**src/rtl/rms_pkg.sv**
```systemverilog
package rms_pkg;
  typedef enum logic [3:0] {
    ST_OFF, ST_PWR, ST_IDLE, ST_LOCK, ST_RX,
    ST_GAP_TX, ST_TXSET, ST_PRE, ST_TX, ST_GAP_RX, ST_RXSET
  } rms_state_t;
endpackage

```
**src/rtl/rms_tick_timer.sv**
```systemverilog
module rms_tick_timer #(
  parameter int TW = 8
) (
  input  logic          clk,
  input  logic          rst,
  input  logic          clr,
  input  logic          tick,
  output logic [TW-1:0] cnt
);
  always_ff @(posedge clk) begin
    if (rst || clr) cnt <= '0;
    else if (tick && cnt != '1) cnt <= cnt + 1'b1;
  end
endmodule

```
**src/rtl/rms_preamble.sv**
```systemverilog
module rms_preamble #(
  parameter int PH_W = 2
) (
  input  logic clk,
  input  logic rst,
  input  logic active,
  input  logic slow,
  output logic bit_o
);
  logic [PH_W-1:0] ph;

  always_ff @(posedge clk) begin
    if (rst || !active) ph <= '0;
    else ph <= ph + 1'b1;
  end

  // first preamble bit is 1; slow rate doubles each symbol
  assign bit_o = slow ? ~ph[1] : ~ph[0];

  assert_alt_R10: assert property (@(posedge clk) disable iff (rst)
    (active && $past(active) && !slow && $stable(slow)) |-> (bit_o != $past(bit_o)));
endmodule

```
**src/rtl/rms_ctrl.sv**
```systemverilog
module rms_ctrl
  import rms_pkg::*;
#(
  parameter int CH_W        = 8,
  parameter int TW          = 8,
  parameter int FIRST_MS    = 40,
  parameter int LATER_MS    = 20,
  parameter int SWITCH_MS   = 5,
  parameter int PRE_MS      = 20,
  parameter int LOCK_AT_MS  = 20,
  parameter int RX_EXTRA_MS = 0
) (
  input  logic            clk,
  input  logic            rst,
  input  logic            start,
  input  logic            chan_req,
  input  logic [CH_W-1:0] chan_in,
  input  logic            tx_req,
  input  logic            rx_req,
  input  logic            lock_det,
  input  logic            ms_tick,
  input  logic [TW-1:0]   cnt,
  output logic            tmr_clr,
  output logic            pre_run,
  output logic            pwr_en,
  output logic            rx_on,
  output logic            tx_on,
  output logic            syn_load,
  output logic [CH_W-1:0] syn_chan,
  output logic            data_ready,
  output logic            pre_active,
  output logic            lock_err
);
  localparam logic [TW-1:0] LIM_FIRST = TW'(FIRST_MS + RX_EXTRA_MS - 1);
  localparam logic [TW-1:0] LIM_LATER = TW'(LATER_MS + RX_EXTRA_MS - 1);
  localparam logic [TW-1:0] LIM_LOCK  = TW'(LOCK_AT_MS - 1);
  localparam logic [TW-1:0] LIM_TXSW  = TW'(SWITCH_MS - 1);
  localparam logic [TW-1:0] LIM_RXSW  = TW'(SWITCH_MS + RX_EXTRA_MS - 1);
  localparam logic [TW-1:0] LIM_PRE   = TW'(PRE_MS - 1);

  rms_state_t st, st_n;
  logic first_pend, long_wait;
  logic load_ok, lock_fail;
  logic [TW-1:0] rdy_lim;

  assign rdy_lim   = long_wait ? LIM_FIRST : LIM_LATER;
  assign load_ok   = chan_req && (st == ST_IDLE || st == ST_RX || st == ST_LOCK);
  assign lock_fail = (st == ST_LOCK) && !load_ok && ms_tick && cnt == LIM_LOCK && !lock_det;

  always_comb begin
    st_n = st;
    case (st)
      ST_OFF:    if (start) st_n = ST_PWR;
      ST_PWR:    if (ms_tick) st_n = ST_IDLE;
      ST_IDLE:   if (load_ok) st_n = ST_LOCK;
      ST_LOCK: begin
        if (load_ok) st_n = ST_LOCK;
        else if (lock_fail) st_n = ST_IDLE;
        else if (ms_tick && cnt == rdy_lim) st_n = ST_RX;
      end
      ST_RX: begin
        if (load_ok) st_n = ST_LOCK;
        else if (tx_req) st_n = ST_GAP_TX;
      end
      ST_GAP_TX: if (ms_tick) st_n = ST_TXSET;
      ST_TXSET:  if (ms_tick && cnt == LIM_TXSW) st_n = ST_PRE;
      ST_PRE:    if (ms_tick && cnt == LIM_PRE) st_n = ST_TX;
      ST_TX:     if (rx_req) st_n = ST_GAP_RX;
      ST_GAP_RX: if (ms_tick) st_n = ST_RXSET;
      ST_RXSET:  if (ms_tick && cnt == LIM_RXSW) st_n = ST_RX;
      default:   st_n = ST_OFF;
    endcase
  end

  assign tmr_clr = (st_n != st) || load_ok;
  assign pre_run = (st == ST_PRE);

  always_ff @(posedge clk) begin
    if (rst) begin
      st         <= ST_OFF;
      first_pend <= 1'b1;
      long_wait  <= 1'b0;
      syn_load   <= 1'b0;
      syn_chan   <= '0;
      lock_err   <= 1'b0;
      pwr_en     <= 1'b0;
      rx_on      <= 1'b0;
      tx_on      <= 1'b0;
      data_ready <= 1'b0;
      pre_active <= 1'b0;
    end else begin
      st       <= st_n;
      syn_load <= load_ok;
      if (load_ok) begin
        syn_chan   <= chan_in;
        long_wait  <= first_pend;
        first_pend <= 1'b0;
        lock_err   <= 1'b0;
      end else if (lock_fail) begin
        lock_err <= 1'b1;
      end
      pwr_en     <= (st_n != ST_OFF);
      rx_on      <= st_n inside {ST_IDLE, ST_LOCK, ST_RX, ST_RXSET};
      tx_on      <= st_n inside {ST_TXSET, ST_PRE, ST_TX};
      data_ready <= st_n inside {ST_RX, ST_TX};
      pre_active <= (st_n == ST_PRE);
    end
  end

  assert_exclusive_R7: assert property (@(posedge clk) disable iff (rst)
    !(rx_on && tx_on));
  assert_gap_tx_R7: assert property (@(posedge clk) disable iff (rst)
    $rose(tx_on) |-> $past(!rx_on));
  assert_gap_rx_R7: assert property (@(posedge clk) disable iff (rst)
    $rose(rx_on) |-> $past(!tx_on));
  assert_load_in_rx_R6: assert property (@(posedge clk) disable iff (rst)
    syn_load |-> (rx_on && !tx_on));
  assert_quiet_power_R1: assert property (@(posedge clk) disable iff (rst)
    $rose(pwr_en) |-> (!rx_on && !tx_on));
  assert_ready_no_err_R5: assert property (@(posedge clk) disable iff (rst)
    data_ready |-> !lock_err);
  assert_pre_in_tx_R8: assert property (@(posedge clk) disable iff (rst)
    pre_active |-> (tx_on && !data_ready));
endmodule

```
**src/rtl/radio_mode_seq.sv**
```systemverilog
module radio_mode_seq #(
  parameter int CH_W        = 8,
  parameter int FIRST_MS    = 40,
  parameter int LATER_MS    = 20,
  parameter int SWITCH_MS   = 5,
  parameter int PRE_MS      = 20,
  parameter int LOCK_AT_MS  = 20,
  parameter int RX_EXTRA_MS = 0
) (
  input  logic            clk,
  input  logic            rst,
  input  logic            start,
  input  logic            chan_req,
  input  logic [CH_W-1:0] chan_in,
  input  logic            tx_req,
  input  logic            rx_req,
  input  logic            lock_det,
  input  logic            ms_tick,
  input  logic            slow_rate,
  output logic            pwr_en,
  output logic            rx_on,
  output logic            tx_on,
  output logic            syn_load,
  output logic [CH_W-1:0] syn_chan,
  output logic            data_ready,
  output logic            pre_active,
  output logic            pre_bit,
  output logic            lock_err
);
  localparam int MAX_WAIT = FIRST_MS + LATER_MS + SWITCH_MS + PRE_MS + RX_EXTRA_MS;
  localparam int TW       = $clog2(MAX_WAIT + 1) + 1;

  logic [TW-1:0] cnt;
  logic tmr_clr, pre_run;

  rms_tick_timer #(.TW(TW)) u_timer (
    .clk(clk), .rst(rst), .clr(tmr_clr), .tick(ms_tick), .cnt(cnt)
  );

  rms_ctrl #(
    .CH_W(CH_W), .TW(TW), .FIRST_MS(FIRST_MS), .LATER_MS(LATER_MS),
    .SWITCH_MS(SWITCH_MS), .PRE_MS(PRE_MS), .LOCK_AT_MS(LOCK_AT_MS),
    .RX_EXTRA_MS(RX_EXTRA_MS)
  ) u_ctrl (
    .clk(clk), .rst(rst), .start(start), .chan_req(chan_req), .chan_in(chan_in),
    .tx_req(tx_req), .rx_req(rx_req), .lock_det(lock_det), .ms_tick(ms_tick),
    .cnt(cnt), .tmr_clr(tmr_clr), .pre_run(pre_run), .pwr_en(pwr_en),
    .rx_on(rx_on), .tx_on(tx_on), .syn_load(syn_load), .syn_chan(syn_chan),
    .data_ready(data_ready), .pre_active(pre_active), .lock_err(lock_err)
  );

  rms_preamble #(.PH_W(2)) u_pre (
    .clk(clk), .rst(rst), .active(pre_run), .slow(slow_rate), .bit_o(pre_bit)
  );
endmodule

```
**config.mk**
```make
export PLATFORM = sky130hd
export DESIGN_NAME = radio_mode_seq
export DESIGN_NICKNAME = d
export VERILOG_FILES = /design/src/rtl/rms_pkg.sv /design/src/rtl/rms_tick_timer.sv /design/src/rtl/rms_preamble.sv /design/src/rtl/rms_ctrl.sv /design/src/rtl/radio_mode_seq.sv
export SDC_FILE = /design/constraint.sdc
export NUM_CORES = 1
export LEC_CHECK = 0
export BUFFER_PORTS_ARGS = -buffer_cell sky130_fd_sc_hd__clkbuf_2
export CORE_ASPECT_RATIO = 1.75
export CORE_MARGIN = 5
export CORE_UTILIZATION = 57
export DETAILED_ROUTE_END_ITERATION = 8
export GPL_ROUTABILITY_DRIVEN = 0
export PLACE_DENSITY_LB_ADDON = 0.1
export SKIP_LAST_GASP = 1
export SLEW_MARGIN = 20
export SYNTH_ARGS = -nofsm -noshare
export SYNTH_HDL_FRONTEND = slang
export SYNTH_SLANG_ARGS = --single-unit
```
**constraint.sdc**
```tcl
create_clock -name clk -period 3.8 [get_ports clk]
set_clock_uncertainty 0.15 [all_clocks]
set_input_delay 0.76 -clock clk [delete_from_list [all_inputs] [get_ports clk]]
set_output_delay 0.76 -clock clk [all_outputs]
set_load 0.01 [all_outputs]
```
# Yosys cells after proc, flatten, opt, wreduce, memory -nomap -nowiden
# Index checks and enable logic that the tools add are counted.
# word_totals
ff_bits,31
latch_bits,0
ramBits,0
mem_bits_ro,0
in_bits,17
out_inout_bits,16
wordCells,79
n_memories,0
# op_classes
add_sub_neg,2
mul,0
n_div,0
n_lt_le_gt_ge,0
n_eq_ne,22
shifts,0
mux,17
n_bitwise,2
n_reduce_logical,23
# ops
cell,count
2-to-1 mux 4 bit,14
case mux 4 bit (11 select lines),1
equality test 4 x 3 -> 1 bit (second input constant),7
equality test 4 bit (second input constant),5
equality test 4 x 2 -> 1 bit (second input constant),4
logical AND 1 bit,9
adder 8 x 1 -> 8 bit (second input constant),1
equality test 8 x 3 -> 1 bit (second input constant),1
equality test 8 x 5 -> 1 bit (second input constant),1
equality test 8 bit,1
inequality test 8 bit (second input constant),1
nonzero test 4 bit,2
2-to-1 mux 6 bit,1
logical OR 1 bit,5
equality test 4 x 1 -> 1 bit (second input constant),1
logical NOT 4 bit,1
inequality test 4 bit,1
logical NOT 1 bit,3
nonzero test 3 bit,1
adder 2 x 1 -> 2 bit (second input constant),1
inverter 1 bit,2
nonzero test 2 bit,1
OR reduction 2 bit,1
2-to-1 mux 1 bit,1

# Logic depth before layout (Yosys ltp)
# Gate-level depths: netlist (run 1).
# depth
word_depth,15
depth_mapped,8
ltp_nobuf,7

# Cells and area by module
# From an unflattened synthesis (run 1), not the netlist that was laid out.
# unflattened
hier_cells,188
area_unflattened_um2,1572.8
# modules_own_cells
mod,instances,cells_per_inst,area_each_um2,seq_area_each_um2
rms_ctrl,1,133,1078.5,420.4
rms_tick_timer,1,48,421.7,160.2
rms_preamble,1,7,72.6,40.0

# Least setup slack after synthesis (run 1)
# Ideal clock, no wire load.
# synth_timing
path_type,input port to flip-flop
from,in ms_tick
to,reg u_ctrl.rx_on
setup_ns,0.070
arrival_time_ns,2.269
setup_slack_ns,1.310
path_stages,6
n_path_buf,0
path_cell_list,nor4b_4 -> and3_1 -> a21boi_1 -> a221o_1 -> or3_1 -> a21oi_1
# synth_between
elab_chain_cells,8
word_cells_on_any_way,21
# synth_lines
element,line,text
"start, declared",radio_mode_seq.sv:18,"input logic ms_tick,"
logical AND 1 bit (3 in series),rms_ctrl.sv:48,assign lock_fail = (st == ST_LOCK) && !load_ok && ms_tick && cnt == LIM_LOCK && !lock_det;
2-to-1 mux 4 bit,rms_ctrl.sv:58,else if (lock_fail) st_n = ST_IDLE;
2-to-1 mux 4 bit,rms_ctrl.sv:57,if (load_ok) st_n = ST_LOCK;
case mux 4 bit (11 select lines) *,rms_ctrl.sv:52,case (st)
"equality test 4 x 2 -> 1 bit, or another cell as far along",rms_ctrl.sv:103,"rx_on <= st_n inside {ST_IDLE, ST_LOCK, ST_RX, ST_RXSET};"
nonzero test 4 bit *,rms_ctrl.sv:103,
"end signal, assigned",rms_ctrl.sv:103,
"end, declared",rms_ctrl.sv:26,"output logic rx_on,"
# Every way passes the cells marked *; elsewhere a longest branch is shown, timed or not.
# A chain may end at the register's enable or synchronous reset.

# Final worst setup path (run 1)
# Ends and elaborated chain as after synthesis.

==> results of run 1 <==
state kept, by name, indices dropped and copies added, names as in the netlist:
name	count
u_ctrl.pwr_en	1
u_ctrl.rx_on	1
u_ctrl.tx_on	1
u_timer.cnt	8
u_ctrl.long_wait	1
u_ctrl.syn_load	1
u_ctrl.pre_active	1
u_ctrl.first_pend	1
u_pre.ph	2
u_ctrl.syn_chan	8
u_ctrl.lock_err	1
u_ctrl.data_ready	1
u_ctrl.st	4
cells in the final DEF (no fill, tap or decap), drive strengths merged, types with 2 or more instances in the layout:
cell type	instances
ha	2
nor3b	4
nor2b	7
nor2	16
or3	2
nand3	7
and3	4
nor4b	3
xnor2	8
nand2b	2
nand2	29
clkbuf	38
a21oi	16
dfxtp	31
nand4	4
a21o	2
o21ai	5
inv	7
a221o	2
nor3	6
worst max-delay path, cell delays in order:
cell and delay (ps):
clkbuf_2 130, nor4b_4 370, and3_1 270, a21boi_1 80
a221o_1 470, or3_1 400, a21oi_1 140
layout make-up:
cell class,count,share of cell area (%)
repair buffers,33,9.166
well taps,27,1.847
inverters,7,1.436
flip-flops and latches,31,33.93
clock buffers,6,4.514
multi-input cells,140,47.20
clock inverters,2,1.915
per-stage QoR:
stage	hold WS [ps]	instances	cell area (um2)
floorplan	276.4	189	1553
global placement	284.9	238	1712
detailed placement	293.6	238	1712
CTS	305.8	246	1829
global route	329.4	246	1829
finish	304.7	246	1829
layer usage:
| layer | GRT usage, % | vias up | routed length, um | share of wire [%] |
|---|---|---|---|---|
| met4 | 8.136 | 0 | 110 | 3.0 |
| met3 | 4.315 | 14 | 176 | 4.8 |
| met5 | 0 | - | 0 | 0 |
| met1 | 20.66 | 663 | 1381 | 38 |
| met2 | 35.53 | 44 | 1976 | 54 |
| li1 | - | 723 | - | - |
kinds of logic (layout without fill, tap and decap cells):
family	Yosys count	in the layout	synth area share, %
muxes	1	1	0.6447
adders and majority gates	2	2	1.611
xor gates and xnor gates	9	9	5.560
and+or+nand+nor	88	88	29.81
buffers and inverters	18	48	4.432
AOI/OAI and AO/OA	40	40	17.97
DFF	31	31	39.97
power by group through the flow:
stage / registers (mW) / logic [mW] / clock network [mW]
final: 0.349 / 0.0930 / 0.334
after floorplan: 0.352 / 0.0657 / 0
after global routing: 0.351 / 0.104 / 0.356
after CTS: 0.349 / 0.0933 / 0.341
after global placement: 0.356 / 0.0902 / 0
after detailed placement: 0.356 / 0.0928 / 0
final timing paths:
kind,from,end,slack [ps]
setup / recovery,ms_tick,u_ctrl.rx_on,1250
hold / removal,u_ctrl.first_pend,u_ctrl.first_pend,300
setup reg to reg,u_ctrl.st[0],u_timer.cnt[1],1350
hold reg to reg,u_ctrl.first_pend,u_ctrl.first_pend,300
==> results.txt, run 1 <==
The critical path data required time came out at 3860 ps. The average instance in the mapped netlist occupies 8.216 um2. The layout cell share with drive strength beyond 1 came out at 21.92%. The number of maximum-capacitance violations is 0.

The type of the worst setup path is in -> reg. After synthesis, the cell types taking the most area are dfxtp_1 (40%), nand2_1 (7.0%), a21oi_1 (5.2%), xnor2_1 (3.9%), nor2_1 (3.9%). The internal portion of total power came out at 0.5866 mW.

The count of nets after finishing came out at 237. The combined area of the multi-input logic cells is 863.3 um2. The worst setup path is launched from an input port.

The clock tree buffer depth came out at 2. The proportion of netlist area held by the largest area contributor came out at 39.97%. The worst-margin pin slew is 908.5 ps.

The HPWL after detailed placement is 2.698 mm. Buffers inserted to repair hold after CTS numbered 0. Across every metal layer, demand over resource in global routing totals 19.38%. The flop and latch count out of synthesis came out at 31. The post-cts gate resize count is 0. The standard-cell row count came out at 25. The number of detailed-route iterations in the first pass is 4. The post-synth design cell area is 1553 um2.

The TritonCTS clock tree is done. The total number of H-tree levels is 2. The count of cells along the worst register-to-register path is 5. The number of buffers added on ports came out at 32.

After floorplanning, the core was sized to cover 2659 um2. The count of flip-flops with a built-in enable after synthesis came out at 0. The initial antenna violation count is 0. The remaining antenna violation count after routing is 0.

The CTS sink count is 31. The post-CTS clock slew at the launch and capture registers of the worst setup and hold paths is 70 ps. The flow ran to the end, and the final reports show no timing, DRC or antenna violations.

Across the whole layout, storage elements account for 620.6 um2. The share of power burned in registers came out at 45.0%. The leading area contributor after synthesis is dfxtp_1. The net count after synthesis came out at 208. In this run the worst path has a maximum fanout of 7.

The later pin in the worst-skew pair is clocked with a latency of 280 ps. Along the worst hold path, the cell count comes to 1. The x dimension of the die is 49.46 um. The final hold violation count came to 0. Setup repair after global routing left no endpoint under its margin. The post-layout total power came out at 0.7763 mW. The leakage power figure is 0.7677 nW. The wire length of the first global-routing pass came out at 6.099 mm.

For this run, the register share of the synthesized area comes to 39.97%. The ratio of routed vias to standard cells is 5.870. After synthesis, the netlist uses 45 different library cells.

The worst max-slew margin expressed relative to the limit is 39.31%. The area growth from synthesis to layout is 17.81%. The proportion of total power due to net switching is 24.43%. The worst hold path belongs to the class reg -> reg.

The fraction of power consumed by the clock network came out at 43.1%. The floorplan step defined a die boundary enclosing 3909 um2. The first routing iteration left 55 violations.

The number of warning messages in the yosys log came out at 0. The number of setup violations in the final report is 0. The number of buffers added for setup after CTS is 0. The worst vdd rail ir drop came out at 0.0002828 V. The share of total power dissipated in combinational logic is 12.0%. The switching component of the power came out at 0.1897 mW. The vertical extent of the die came out at 79.05 um. In the final timing run, aggregate negative setup slack is 0 ps. The overall via count from detail_route is 1,444. The commonest cells after synthesis are dfxtp_1 (31), nand2_1 (29), a21oi_1 (16), nor2_1 (16), clkbuf_1 (10). The dominant cell by count in the synthesized netlist is dfxtp_1.

0 antenna diodes ended up in the layout. For this design the ratio of total power to cell area is 424.4 nW/um2. The smallest setup slack after layout is 1252 ps. STA classifies the critical path endpoint as a flop. For this run, asynchronously set or reset flops after synthesis account for 0%. Data arrives at the worst endpoint at 2610 ps. Clock tree synthesis inserted a total of 5 buffers. The number of remaining DRC errors is 0. Counting every instance in the synthesized netlist gives 189. The post-detailed-routing wire length is 3.645 mm. In the final routed layout, each cell accounts on average for 14.82 um.

During I/O placement, the number of pins put on the boundary was 33. The commonest register cell after synthesis is dfxtp_1. The number of slew-limit violations in the final report is 0. The number of global-route vias before repair came to 1,428. The share of the cycle needed by the critical path after routing is 67.05%. Once the floorplan was initialized, standard cells occupied 58.40% of the core. In this run the clock root is driven by a clkbuf_8. The count of filler cells inserted in the layout came out at 232. The largest net degree at the start of global routing is 23.

The worst setup slack after placement came out at 978.3 ps. The total global routing overflow is 0. The smallest clock period supported by the final layout is computed as 2548 ps.

For this run, the share of the core covered by cells in the final layout is 68.80%. The highest clock rate came out at 392.5 MHz.
Power figures use the tool's default switching activity.
==> inputs of run 2 (changes only) <==
--- a/config.mk
+++ b/config.mk
@@ -8,7 +8,7 @@
 export BUFFER_PORTS_ARGS = -buffer_cell sky130_fd_sc_hd__clkbuf_2
 export CORE_ASPECT_RATIO = 1.75
 export CORE_MARGIN = 5
-export CORE_UTILIZATION = 57
+export CORE_UTILIZATION = 48
 export DETAILED_ROUTE_END_ITERATION = 8
 export GPL_ROUTABILITY_DRIVEN = 0
 export PLACE_DENSITY_LB_ADDON = 0.1
==> constraint.sdc (replaced) <==
create_clock -name clk -period 2.1 [get_ports clk]
set_clock_uncertainty 0.15 [all_clocks]
set_input_delay 0.42 -clock clk [delete_from_list [all_inputs] [get_ports clk]]
set_output_delay 0.42 -clock clk [all_outputs]
set_load 0.01 [all_outputs]
==> run 2 against run 1 <==
Compared with the run above:
- the run now ends with negative setup slack left
- global-route usage increased by 1.6 points
- first-iteration DRC count down 22%
- via count is 10% higher
- highest routed layer unchanged
==> results.txt, run 2 (same netlist as run 1, synthesis figures left out) <==
The run finished, with violations left. The final reports fail on negative setup slack. The global routing stage identified its most utilized layer as met2. The type of the worst setup path is reg -> reg. The overall via count from detail_route came to 1,589 (+10%). Clock tree synthesis selected as its root buffer the cell clkbuf_8.

The standard-cell row count came out at 27 (+8.0%). The total clock buffers created by CTS was 5 (unchanged). The final hold violation count is 0 (unchanged). The power per unit of standard cell area was 639.6 nW/um2 (+51%). The proportion of total power due to net switching came out at 27.07% (+2.6 points). The share of the cycle needed by the critical path after routing came out at 105.0%. The dominant delay contributor by cell family on the critical path is simple AND/OR/NAND/NOR gates. The layout cell share with drive strength beyond 1 is 42.97% (+21 points). The initial standard-cell utilization of the core was 49.42% (-9.0 points).

The switching component of the power came to 0.3822 mW (+100%). The number of buffers inserted by hold repair at cts is 0 (unchanged). The combinational cell fraction of total power came out at 18.9% (+6.9 points). The data arrival time at the worst-slack endpoint is 2280 ps (-330 ps). The largest registers in the layout are u_ctrl.syn_chan (8), u_timer.cnt (8), u_ctrl.st (4). The standard cell core area is 3142 um2 (+18%).

The highest cell delay on the worst timing path is 440 ps (-30 ps). The library cell used most frequently in the layout, excluding fill and tap cells, is clkbuf_2. The detailed-route wire length per cell came out at 14.35 um (-3.2%).

The finished layout cell area came out at 2207 um2 (+21%). The leakage power figure came out at 0.9317 nW (+21%). The global-route met1 utilization is 21.02% (+0.36 points). The worst-margin pin slew came to 323.1 ps (-585.5 ps).

The number of design-rule violations left by the first detailed-router iteration is 43 (-22%). The fraction of power consumed by the clock network was 36.6% (-6.5 points). STA classifies the critical path startpoint as a flop.

The number of global-route vias before repair is 1,697 (+19%). The ratio of routed vias to standard cells came out at 5.442 (-7.3%). The maximum fanout along the worst path is 7 (unchanged). The critical path data required time is 2170 ps (-1690 ps). The final standard cell count with taps included and fillers excluded was 292 (+19%). The overall fraction of global-route tracks in use is 21.01% (+1.6 points). The critical path goes through nor4b_4, buf_4, and3_4, a21boi_2, a221o_1, or3_1, a21oi_2. TritonCTS built the clock tree. The cell total after placement is 282 (+18%). The I/O pin count came to 33 (unchanged). Leaving out fill and tap cells, the most frequent cells in the layout are clkbuf_2 (32), buf_4 (29), nand2_1 (28). The number of detailed-route iterations in the first pass is 6 (+2). The count of nets after finishing came out at 267 (+13%).

The smallest setup slack after layout is -106.0 ps (-1358 ps). The clock tree buffer depth came out at 2 (unchanged). The number of remaining DRC errors was 0 (unchanged).

Setup repair after global routing could not meet its margin everywhere. The internal portion of total power is 1.030 mW (+76%). The share of power burned in registers is 44.5% (-0.5 points). The vertical extent of the die came to 85.24 um (+7.8%). The met3 usage in global routing is 4.745% (+0.43 points).

The number of setup violations in the final report came to 3 (+3). The layout overhead on the synthesized area came out at 42.14%. The x dimension of the die was 53.00 um (+7.2%). The library cell contributing the largest single delay on the critical path is or3_1. The initial antenna violation count came out at 0 (unchanged). The post-layout total power came out at 1.412 mW (+82%). The largest net degree at the start of global routing is 22 (-4.3%). The cell area reported after detailed placement is 1956 um2 (+14%). The class of the tightest hold or removal check is in -> reg. The number of maximum-capacitance violations came out at 0 (unchanged). The worst vdd rail ir drop is 0.0005315 V (+88%). The worst hold margin came out at 205.6 ps (-99.10 ps).

The HPWL after detailed placement is 3.084 mm (+14%). The highest clock rate is 453.3 MHz. The total global routing overflow is 0 (unchanged). The post-detailed-routing wire length is 4.189 mm (+15%).

The total number of H-tree levels came out at 2 (unchanged). The met2 layer usage reported by global route was 35.63% (+0.10 points). The count of antenna diodes in the layout is 0 (unchanged).

The wire length of the first global-routing pass came out at 7.120 mm (+17%). The number of buffers added on ports came to 32 (unchanged). The insertion delay of the later-clocked pin in the worst-skew pair is 280 ps (about the same). The CTS sink count is 31 (unchanged). The die area is 4517 um2 (+16%).

The element type at the critical path end is a flop. The worst max-slew margin expressed relative to the limit is 78.19% (+39 points). The remaining antenna violation count after routing came out at 0 (unchanged). The post-CTS clock slew at the launch and capture registers of the worst setup and hold paths was 60 ps (about the same). The number of buffers and inverters on the critical path is 1 (unchanged). The post-route minimum period is 2206 ps.

The number of slew-limit violations in the final report came out at 0 (unchanged).
[run 2: cell count changes in the layout (fill, tap and decap cells not counted), sizes merged]
cell	before	now
buf	1	31
bufinv	1	0
clkbuf	38	39
clkinv	1	0
clkinvlp	0	1
[run 2: through the flow]
step                      setup WS [ps]  TNS, ps  util [%]
final                            -106.0   -127.1     70.25
after CTS                        -7.878   -15.68     67.38
after detailed placement         -206.7    -1626     62.25
after global routing             -189.8   -901.9     70.25
after global placement           -96.66   -345.3     62.25
after floorplan                   3.713        0         -
[run 2: final cells by class]
class | instances | area (um2)
clock buffers | 7 | 96.34
fillers | 262 | 934.6
inverters | 7 | 26.28
multi-input cells | 140 | 985.9
repair buffers | 63 | 409.1
well taps | 43 | 53.80
clock inverters | 1 | 7.507
flip-flops and latches | 31 | 628.1
[run 2: power by group through the flow]
stage / sequential, mW / combinational (mW) / clock, mW
floorplan: 0.637 / 0.119 / 0
global placement: 0.635 / 0.223 / 0
detailed placement: 0.636 / 0.229 / 0
CTS: 0.624 / 0.237 / 0.531
global route: 0.630 / 0.289 / 0.557
finish: 0.628 / 0.267 / 0.517
[run 2: timing repair]
item | 4_1_cts | 5_1_grt
resized for setup | 10 | 25
pin swaps | 2 | 18
endpoints found under the setup margin | 6 | 13
hold endpoints to repair | 0 | 0
setup buffers | 2 | 0
[run 2: worst reg2reg max path, stage by stage (launching register included)]
cell and delay (ps):
dfxtp_2 330, nor4b_4 260, buf_4 180, and3_4 190, a21boi_2 50, a221o_1 410
or3_1 440, a21oi_2 130
[run 2: path summary, 6_finish.rpt]
kind / start / to / slack (ps) / depth (start not counted)
max: u_timer.cnt[3] / u_ctrl.rx_on / -110 / 7
min reg2reg: u_ctrl.syn_chan[6] / u_ctrl.syn_chan[6] / 310 / 2
min: chan_in[2] / u_ctrl.syn_chan[2] / 210 / 3
max reg2reg: u_timer.cnt[3] / u_ctrl.rx_on / -110 / 7
[run 2: per-layer routing]
metal  share of wire (%)  vias up  routed length (um)
met5                   0        -                   0
met4                 4.8        0                 202
li1                    -      780                   -
met1                  37      751                1544
met2                  55       41                2290
met3                 3.6       17                 151
